`src/rtl/latch8_pkg.sv`:
```
package latch8_pkg;

  typedef enum logic [1:0] {
    MODE_WRITE = 2'b00,
    MODE_HOLD  = 2'b01,
    MODE_DEMUX = 2'b10,
    MODE_CLEAR = 2'b11
  } latch_mode_e;

  function automatic latch_mode_e decode_mode(input logic en_n, input logic clr);
    return latch_mode_e'({clr, en_n});
  endfunction

endpackage

```
`src/rtl/latch8_mode_dec.sv`:
```
module latch8_mode_dec
  import latch8_pkg::*;
(
  input  logic        en_n,
  input  logic        clr,
  output latch_mode_e mode
);
  always_comb mode = decode_mode(en_n, clr);
endmodule

```
`src/rtl/latch8_addr_dec.sv`:
```
module latch8_addr_dec #(
  parameter int ADDR_W = 3,
  localparam int N_BITS = 1 << ADDR_W
) (
  input  logic [ADDR_W-1:0] addr,
  output logic [N_BITS-1:0] sel
);
  for (genvar k = 0; k < N_BITS; k++) begin : g_sel
    assign sel[k] = (addr == ADDR_W'(k));
  end
endmodule

```
`src/rtl/latch8_store.sv`:
```
module latch8_store
  import latch8_pkg::*;
#(
  parameter int N_BITS = 8
) (
  input  logic              clk,
  input  logic              rst,
  input  latch_mode_e       mode,
  input  logic [N_BITS-1:0] sel,
  input  logic              din,
  output logic [N_BITS-1:0] bits
);
  for (genvar k = 0; k < N_BITS; k++) begin : g_bit
    logic nxt;
    always_comb begin
      unique case (mode)
        MODE_WRITE: nxt = sel[k] ? din : bits[k];
        MODE_HOLD:  nxt = bits[k];
        MODE_DEMUX: nxt = sel[k] & din;
        default:    nxt = 1'b0;
      endcase
    end
    always_ff @(posedge clk) begin
      if (rst) bits[k] <= 1'b0;
      else     bits[k] <= nxt;
    end
  end
endmodule

```
`src/rtl/addr_latch8.sv`:
```
module addr_latch8
  import latch8_pkg::*;
#(
  parameter int ADDR_W = 3,
  localparam int N_BITS = 1 << ADDR_W
) (
  input  logic              clk,
  input  logic              rst,
  input  logic              en_n,
  input  logic              clr,
  input  logic [ADDR_W-1:0] addr,
  input  logic              din,
  output logic [N_BITS-1:0] q
);
  latch_mode_e       mode;
  logic [N_BITS-1:0] sel;

  latch8_mode_dec u_mode (.en_n(en_n), .clr(clr), .mode(mode));

  latch8_addr_dec #(.ADDR_W(ADDR_W)) u_adec (.addr(addr), .sel(sel));

  latch8_store #(.N_BITS(N_BITS)) u_store (
    .clk(clk), .rst(rst), .mode(mode), .sel(sel), .din(din), .bits(q)
  );
endmodule

```
`config.mk`:
```
export PLATFORM = sky130hd
export DESIGN_NAME = addr_latch8
export DESIGN_NICKNAME = d
export VERILOG_FILES = /design/src/rtl/latch8_pkg.sv /design/src/rtl/latch8_mode_dec.sv /design/src/rtl/latch8_addr_dec.sv /design/src/rtl/latch8_store.sv /design/src/rtl/addr_latch8.sv
export SDC_FILE = /design/constraint.sdc
export NUM_CORES = 1
export LEC_CHECK = 0
export ABC_AREA = 1
export CORE_AREA = 8 8 45 47
export CTS_CLUSTER_DIAMETER = 150
export CTS_CLUSTER_SIZE = 12
export DETAILED_ROUTE_END_ITERATION = 10
export DIE_AREA = 0 0 53 55
export SLEW_MARGIN = 20
export SYNTH_ARGS = -nofsm -noshare
export SYNTH_HDL_FRONTEND = slang
export SYNTH_SLANG_ARGS = --single-unit
```
`constraint.sdc`:
```
create_clock -name clk -period 2.3 [get_ports clk]
set_clock_uncertainty 0.15 [all_clocks]
set_input_delay 0.23 -clock clk [delete_from_list [all_inputs] [get_ports clk]]
set_output_delay 0.23 -clock clk [all_outputs]
set_load 0.05 [all_outputs]
```
==> results of run 1 <==
synthesized netlist by cell type:
master	instances
nor2_1	19
dfxtp_1	8
nand3_1	8
nor2_4	2
inv_1	11
clkbuf_2	1
inv_2	3
a21oi_1	8
nand2_1	9
area by class of cell:
| class | count | area, sq um |
|---|---|---|
| Clock buffer | 3 | 22.5 |
| Sequential cell | 8 | 160 |
| Tap cell | 16 | 20.0 |
| Inverter | 14 | 52.6 |
| Multi-Input combinational cell | 46 | 208 |
| Fill cell | 154 | 771 |
| Timing Repair Buffer | 15 | 150 |
metrics by stage:
step / area, sq um / total power, mW
after global placement: 591 / 0.210
after CTS: 613 / 0.323
final: 613 / 0.318
after global routing: 613 / 0.329
after floorplan: 425 / 0.184
after detailed placement: 591 / 0.210
kinds of logic after synthesis:
| group | after synthesis | share of synthesized area [%] |
|---|---|---|
| flip-flops | 8 | 37.6 |
| AO/OA/AOI/OAI | 8 | 9.41 |
| buffers and inverters | 15 | 13.5 |
| AND/OR/NAND/NOR | 38 | 39.4 |
cell usage in the layout (no fill, tap or decap), drive strengths merged:
cell type	netlist	final
nand3	8	8
nor2	21	21
inv	14	14
dfxtp	8	8
a21oi	8	8
nand2	9	9
clkbuf	1	3
clkdlybuf4s50	0	15
routing by layer:
metal / vias up / global-route usage, %
met5: - / 0
met4: 0 / 7.76
met1: 182 / 9.02
met3: 4 / 2.41
li1: 243 / -
met2: 15 / 10.9
how the worst min path moves through the flow:
stage | startpoint | cells after the start | slack (ns) | endpoint
finish | u_store.bits[6]$_SDFFE_PP0P_ | 4 | 0.42 | u_store.bits[6]$_SDFFE_PP0P_
floorplan | rst | 3 | 0.25 | u_store.bits[0]$_SDFFE_PP0P_
detailed placement | u_store.bits[6]$_SDFFE_PP0P_ | 4 | 0.42 | u_store.bits[6]$_SDFFE_PP0P_
CTS | u_store.bits[6]$_SDFFE_PP0P_ | 4 | 0.43 | u_store.bits[6]$_SDFFE_PP0P_
global route | u_store.bits[2]$_SDFFE_PP0P_ | 4 | 0.45 | u_store.bits[2]$_SDFFE_PP0P_
global placement | u_store.bits[2]$_SDFFE_PP0P_ | 4 | 0.41 | u_store.bits[2]$_SDFFE_PP0P_
power groups by stage:
| stage | registers (mW) | logic (mW) | clock network (mW) |
|---|---|---|---|
| 3_5_place_dp | 0.147 | 0.0634 | 0 |
| 3_3_place_gp | 0.146 | 0.0633 | 0 |
| 5_1_grt | 0.144 | 0.0693 | 0.116 |
| 2_1_floorplan | 0.158 | 0.0254 | 0 |
| 4_1_cts | 0.143 | 0.0637 | 0.116 |
| 6_report | 0.143 | 0.0634 | 0.111 |
==> results.toml, run 1 <==
[run_status]
run_status = "finished, final reports clean"

[worst_setup_path]
slack_of_the_worst_reg_to_reg_path_ns = 1.47
critical-path-max-stage-delay_ns = 0.81
path_cells = "clkdlybuf4s50_1"
regToRegStartpoint = "u_store.bits[4]$_SDFFE_PP0P_"
cp.required_ns = 1.92
critical_path.reg2reg.endpoint = "u_store.bits[4]$_SDFFE_PP0P_"
crit_start = "u_store.bits[5]$_SDFFE_PP0P_"
critical_path.slowest_cell = "clkdlybuf4s50_1"
critical_path_class = "flip-flop to output pin"
cp_num_buf_inv = 1
worst_path_dominant_cell_family = "buffers and inverters"
worst-path-stages = 1
setup.worst_path.end = "q[5]"
timing.critical_path.arrival_ns = 1.39
worst-path-max-fanout = 2
ff2ff_path_depth = 4
crit_path_start_kind = "flip-flop"
end_kind = "output pin"

[grt]
total_global_route_track_usage_pct = 7.78
grt_pass1_vias = 386
grt_pass1_wl_mm = 1.63
pin_count_of_the_biggest_net_entering_global_routing = 9
grt_antenna_before_repair = 0
grt_remaining_overflow = 0

[sta]
timing_max_transition_violations_final = 0
fmaxAchievable_mhz = 564
fin_hold_ws_ns = 0.422
setup_total_negative_slack_ns = 0
timing.final.crit_share_pct = 77.0
worst_slew_pin_slew_ns = 0.502
grt_setup_unrepaired = "no"
timing.slew.headroom_pct = 66.4
post-route-min-period_ns = 1.77
final.setup.worst_slack_ns = 0.528
final_count_of_hold_timing_violations = 0
setup-violations-final = 0

[run]
cap_violations = 0

[route]
detailroute.via_count = 444
drt-vias-per-instance = 4.35
highest-signal-layer = "met4"
finalWirelength_mm = 1.02
detail_route.first_pass.iterations = 4
m1WireLength_um = 470
route.met2.wl_um = 447
route.detailed.drc = 0
route.detailed.wl_per_inst_um = 10.0
route.met3.wl_um = 81
detail_route.iter0.violations = 6
ant_nets = 0

[finish]
layout.cells.non_filler = 102
area_growth_syn_to_layout_pct = 44.1
layout.nets = 96
largest-register = "u_store.bits"
layout-drive-gt1-share_pct = 9.30
number_of_flip_flops_under_the_largest_register_name = 8
antenna_cells_inserted = 0
layout_top_registers = "u_store.bits: 8 flops"
finalCoreUtilization_pct = 44.3

[synthesis]
yosysUniqueCellTypes = 9
total_standard_cell_area_after_synthesis_sq_um = 425
synth.top_cell.area_share_pct = 37.6
synth_top_cells_by_area = "dfxtp_1 (38%), nor2_1 (17%), inv_1 (9.7%)"
yosys_register_bits = 8
avgSynthCellArea_sq_um = 6.17
yosysTopAreaCell = "dfxtp_1"
synthesis.yosys.warnings = 0
synthesis.instances = 69
net_count_after_synthesis = 77
part_of_the_yosys_area_used_for_sequential_elements_pct = 37.6

[floorplanning]
pin_count = 16
core_sq_um = 1380
rows = 14
fp.dieH_um = 55
die_area_sq_um = 2920
die_width_um = 53
initial_core_util_pct = 30.7

[clock_network]
post_cts_buffers = 0
tritoncts = "built"
post_cts_hold_buffer_count = 0
post_cts_resize_count = 0
ctsRootBufferMaster = "clkbuf_4"
clk_path_buf_depth = 2
cts_num_sinks = 8
ctsHtreeMaxLevel = 1
tritoncts.num_buffers = 3
worst_setup_hold_path_clk_slew_ns = 0.06
clk-insertion-delay-late_ns = 0.25

[power]
p_leak_nw = 0.253
share_seq_of_total_power_pct = 45.1
clock_power_share_pct = 35.0
power-per-cell-area_nw_per_um2 = 519
total_net_switching_power_mw = 0.0912
combPwrFrac_pct = 19.9
switching_fraction_pct = 28.7
p_int_mw = 0.227
vdd_drop_max_v = 0.000237

[placed_design]
gp_congestion = 0.767
placed_cells = 99
io_buffer_count = 15
place.detailed.hpwl_um = 752
worst_setup_timing_slack_at_the_placement_stage_ns = 0.802

[hold_path]
hold_path_class = "flip-flop to flip-flop"
(Power assumes the default switching activity.)
==> run 2: changes to the inputs <==
==> constraint.sdc (replaced) <==
create_clock -name clk -period 1.5 [get_ports clk]
set_clock_uncertainty 0.15 [all_clocks]
set_input_delay 0.15 -clock clk [delete_from_list [all_inputs] [get_ports clk]]
set_output_delay 0.15 -clock clk [all_outputs]
set_load 0.05 [all_outputs]
==> run 2 against run 1 <==
  * Sequential share of layout area down 3.0 points
  * Sequential power increased by 56%
  * Die area is the same
  * Combinational power up 70%
  * Utilization rose by 5.8 points
  * Cell count unchanged
  * Critical endpoint is now u_store.bits[2]$_SDFFE_PP0P_
  * Largest power group unchanged
==> results.toml, run 2 (same netlist as run 1, synthesis figures left out) <==
[clock_network]
tritoncts = "built"
ctsRootBufferMaster = "clkbuf_4"
ctsHtreeMaxLevel = 1
clk-insertion-delay-late_ns = 0.26
post_cts_hold_buffer_count = 0
post_cts_resize_count = 0
cts_num_sinks = 8
post_cts_buffers = 0
clk_path_buf_depth = 2
tritoncts.num_buffers = 3
worst_setup_hold_path_clk_slew_ns = 0.06

[worst_setup_path]
critical_path.slowest_cell = "clkdlybuf4s50_1"
critical_path_class = "input port to flip-flop"
worst-path-max-fanout = 4
worst-path-stages = 6
critical-path-max-stage-delay_ns = 0.52
timing.critical_path.arrival_ns = 1.14
crit_path_start_kind = "input port"
critical_path.reg2reg.endpoint = "u_store.bits[0]$_SDFFE_PP0P_"
cp.required_ns = 1.50
ff2ff_path_depth = 4
crit_top_cell = "nor2_1"
setup.worst_path.end = "u_store.bits[2]$_SDFFE_PP0P_"
slack_of_the_worst_reg_to_reg_path_ns = 0.60
path_cells = "clkdlybuf4s50_1, inv_1, nor2_1, nand3_1, nand2_1, nor2_1"
crit_start = "addr[1]"
end_kind = "flip-flop"
cp_num_buf_inv = 2
worst_path_dominant_cell_family = "buffers and inverters"
regToRegStartpoint = "u_store.bits[0]$_SDFFE_PP0P_"

[power]
vdd_drop_max_v = 0.000355
power-per-cell-area_nw_per_um2 = 731
p_leak_nw = 0.291

[floorplanning]
initial_core_util_pct = 30.7
rows = 14
die_width_um = 53
fp.dieH_um = 55
die_area_sq_um = 2920
core_sq_um = 1380
pin_count = 16

[route]
detail_route.first_pass.iterations = 4
drt-vias-per-instance = 4.45
detailroute.via_count = 454
ant_nets = 0
finalWirelength_mm = 1.08
route.detailed.wl_per_inst_um = 10.6
detail_route.iter0.violations = 7
route.detailed.drc = 0

[finish]
largest-register = "u_store.bits"
multi_input_comb_area_sq_um = 208
layout-drive-gt1-share_pct = 18.6
antenna_cells_inserted = 0
area_growth_syn_to_layout_pct = 62.9
final-seq-area_sq_um = 160
fillCellCount = 149
finish.instance_area_sq_um = 693
layout.nets = 96
layout.cells.most_common = "nor2_1"
mostFrequentLayoutCells = "nor2_1 (19), inv_1 (11), nand2_1 (9)"
number_of_flip_flops_under_the_largest_register_name = 8
layout_top_registers = "u_store.bits: 8 flops"

[sta]
timing_max_transition_violations_final = 0
final_count_of_hold_timing_violations = 0
timing.final.crit_share_pct = 75.9
timing.slew.headroom_pct = 77.8
post-route-min-period_ns = 1.14
setup_total_negative_slack_ns = 0
fmaxAchievable_mhz = 878
grt_setup_unrepaired = "no"
setup-violations-final = 0
worst_slew_pin_slew_ns = 0.332

[grt]
pin_count_of_the_biggest_net_entering_global_routing = 9
total_global_route_track_usage_pct = 7.94
grt_pass1_vias = 393
grt_pass1_wl_mm = 1.64
grt_remaining_overflow = 0
grt_antenna_before_repair = 0

[placed_design]
gp_congestion = 0.774
place.detailed.hpwl_um = 805
io_buffer_count = 15
post_dp_cell_area_sq_um = 671

[run_status]
run_status = "finished, final reports clean"

[run]
cap_violations = 0

[hold_path]
hold_path_class = "input port to flip-flop"
run 2: changes by cell type in the layout (fill, tap and decap cells not counted):
cell / change
clkdlybuf4s50_1: -8
buf_12: +8
run 2: final cells by class:
cell class | count | area share [%]
repair buffers | 15 | 33.2
well taps | 16 | 2.89
clock buffers | 3 | 3.25
multi-input cells | 46 | 30.0
flip-flops and latches | 8 | 23.1
inverters | 14 | 7.58
run 2: how the worst min path moves through the flow:
stage / to / slack (ns) / startpoint / depth (start not counted)
after CTS: u_store.bits[7]$_SDFFE_PP0P_ / 0.42 / rst / 4
final: u_store.bits[7]$_SDFFE_PP0P_ / 0.43 / rst / 4
after global routing: u_store.bits[2]$_SDFFE_PP0P_ / 0.46 / rst / 4
after detailed placement: u_store.bits[2]$_SDFFE_PP0P_ / 0.46 / u_store.bits[2]$_SDFFE_PP0P_ / 4
after global placement: u_store.bits[2]$_SDFFE_PP0P_ / 0.45 / u_store.bits[2]$_SDFFE_PP0P_ / 4
after floorplan: u_store.bits[0]$_SDFFE_PP0P_ / 0.17 / rst / 3
run 2: where the power goes:
group	internal [mW]	switching, mW
sequential	0.218	0.00528
clock	0.0923	0.0837
combinational	0.0487	0.0593
run 2: stage by stage:
step	util [%]	power (mW)	instances	hold slack [ns]	setup slack (ns)
2_1_floorplan	-	0.282	69	0.175	0.389
3_3_place_gp	48.5	0.335	99	0.449	0.109
3_5_place_dp	48.5	0.336	99	0.459	0.113
4_1_cts	50.1	0.510	102	0.420	0.382
5_1_grt	50.1	0.523	102	0.461	0.257
6_report	50.1	0.507	102	0.428	0.361
run 2: layer usage:
layer,up-vias,wire [um],GRT usage [%]
li1,245,-,-
met2,15,459,11.3
met1,190,520,9.02
met3,4,67,1.87
met4,0,34,9.05
met5,-,0,0
run 2: worst register-to-register path, stage by stage, from the launching register on:
cell and delay, ns:
dfxtp_1 0.38, inv_1 0.06, nor2_1 0.10, a21oi_1 0.05
nor2_1 0.10
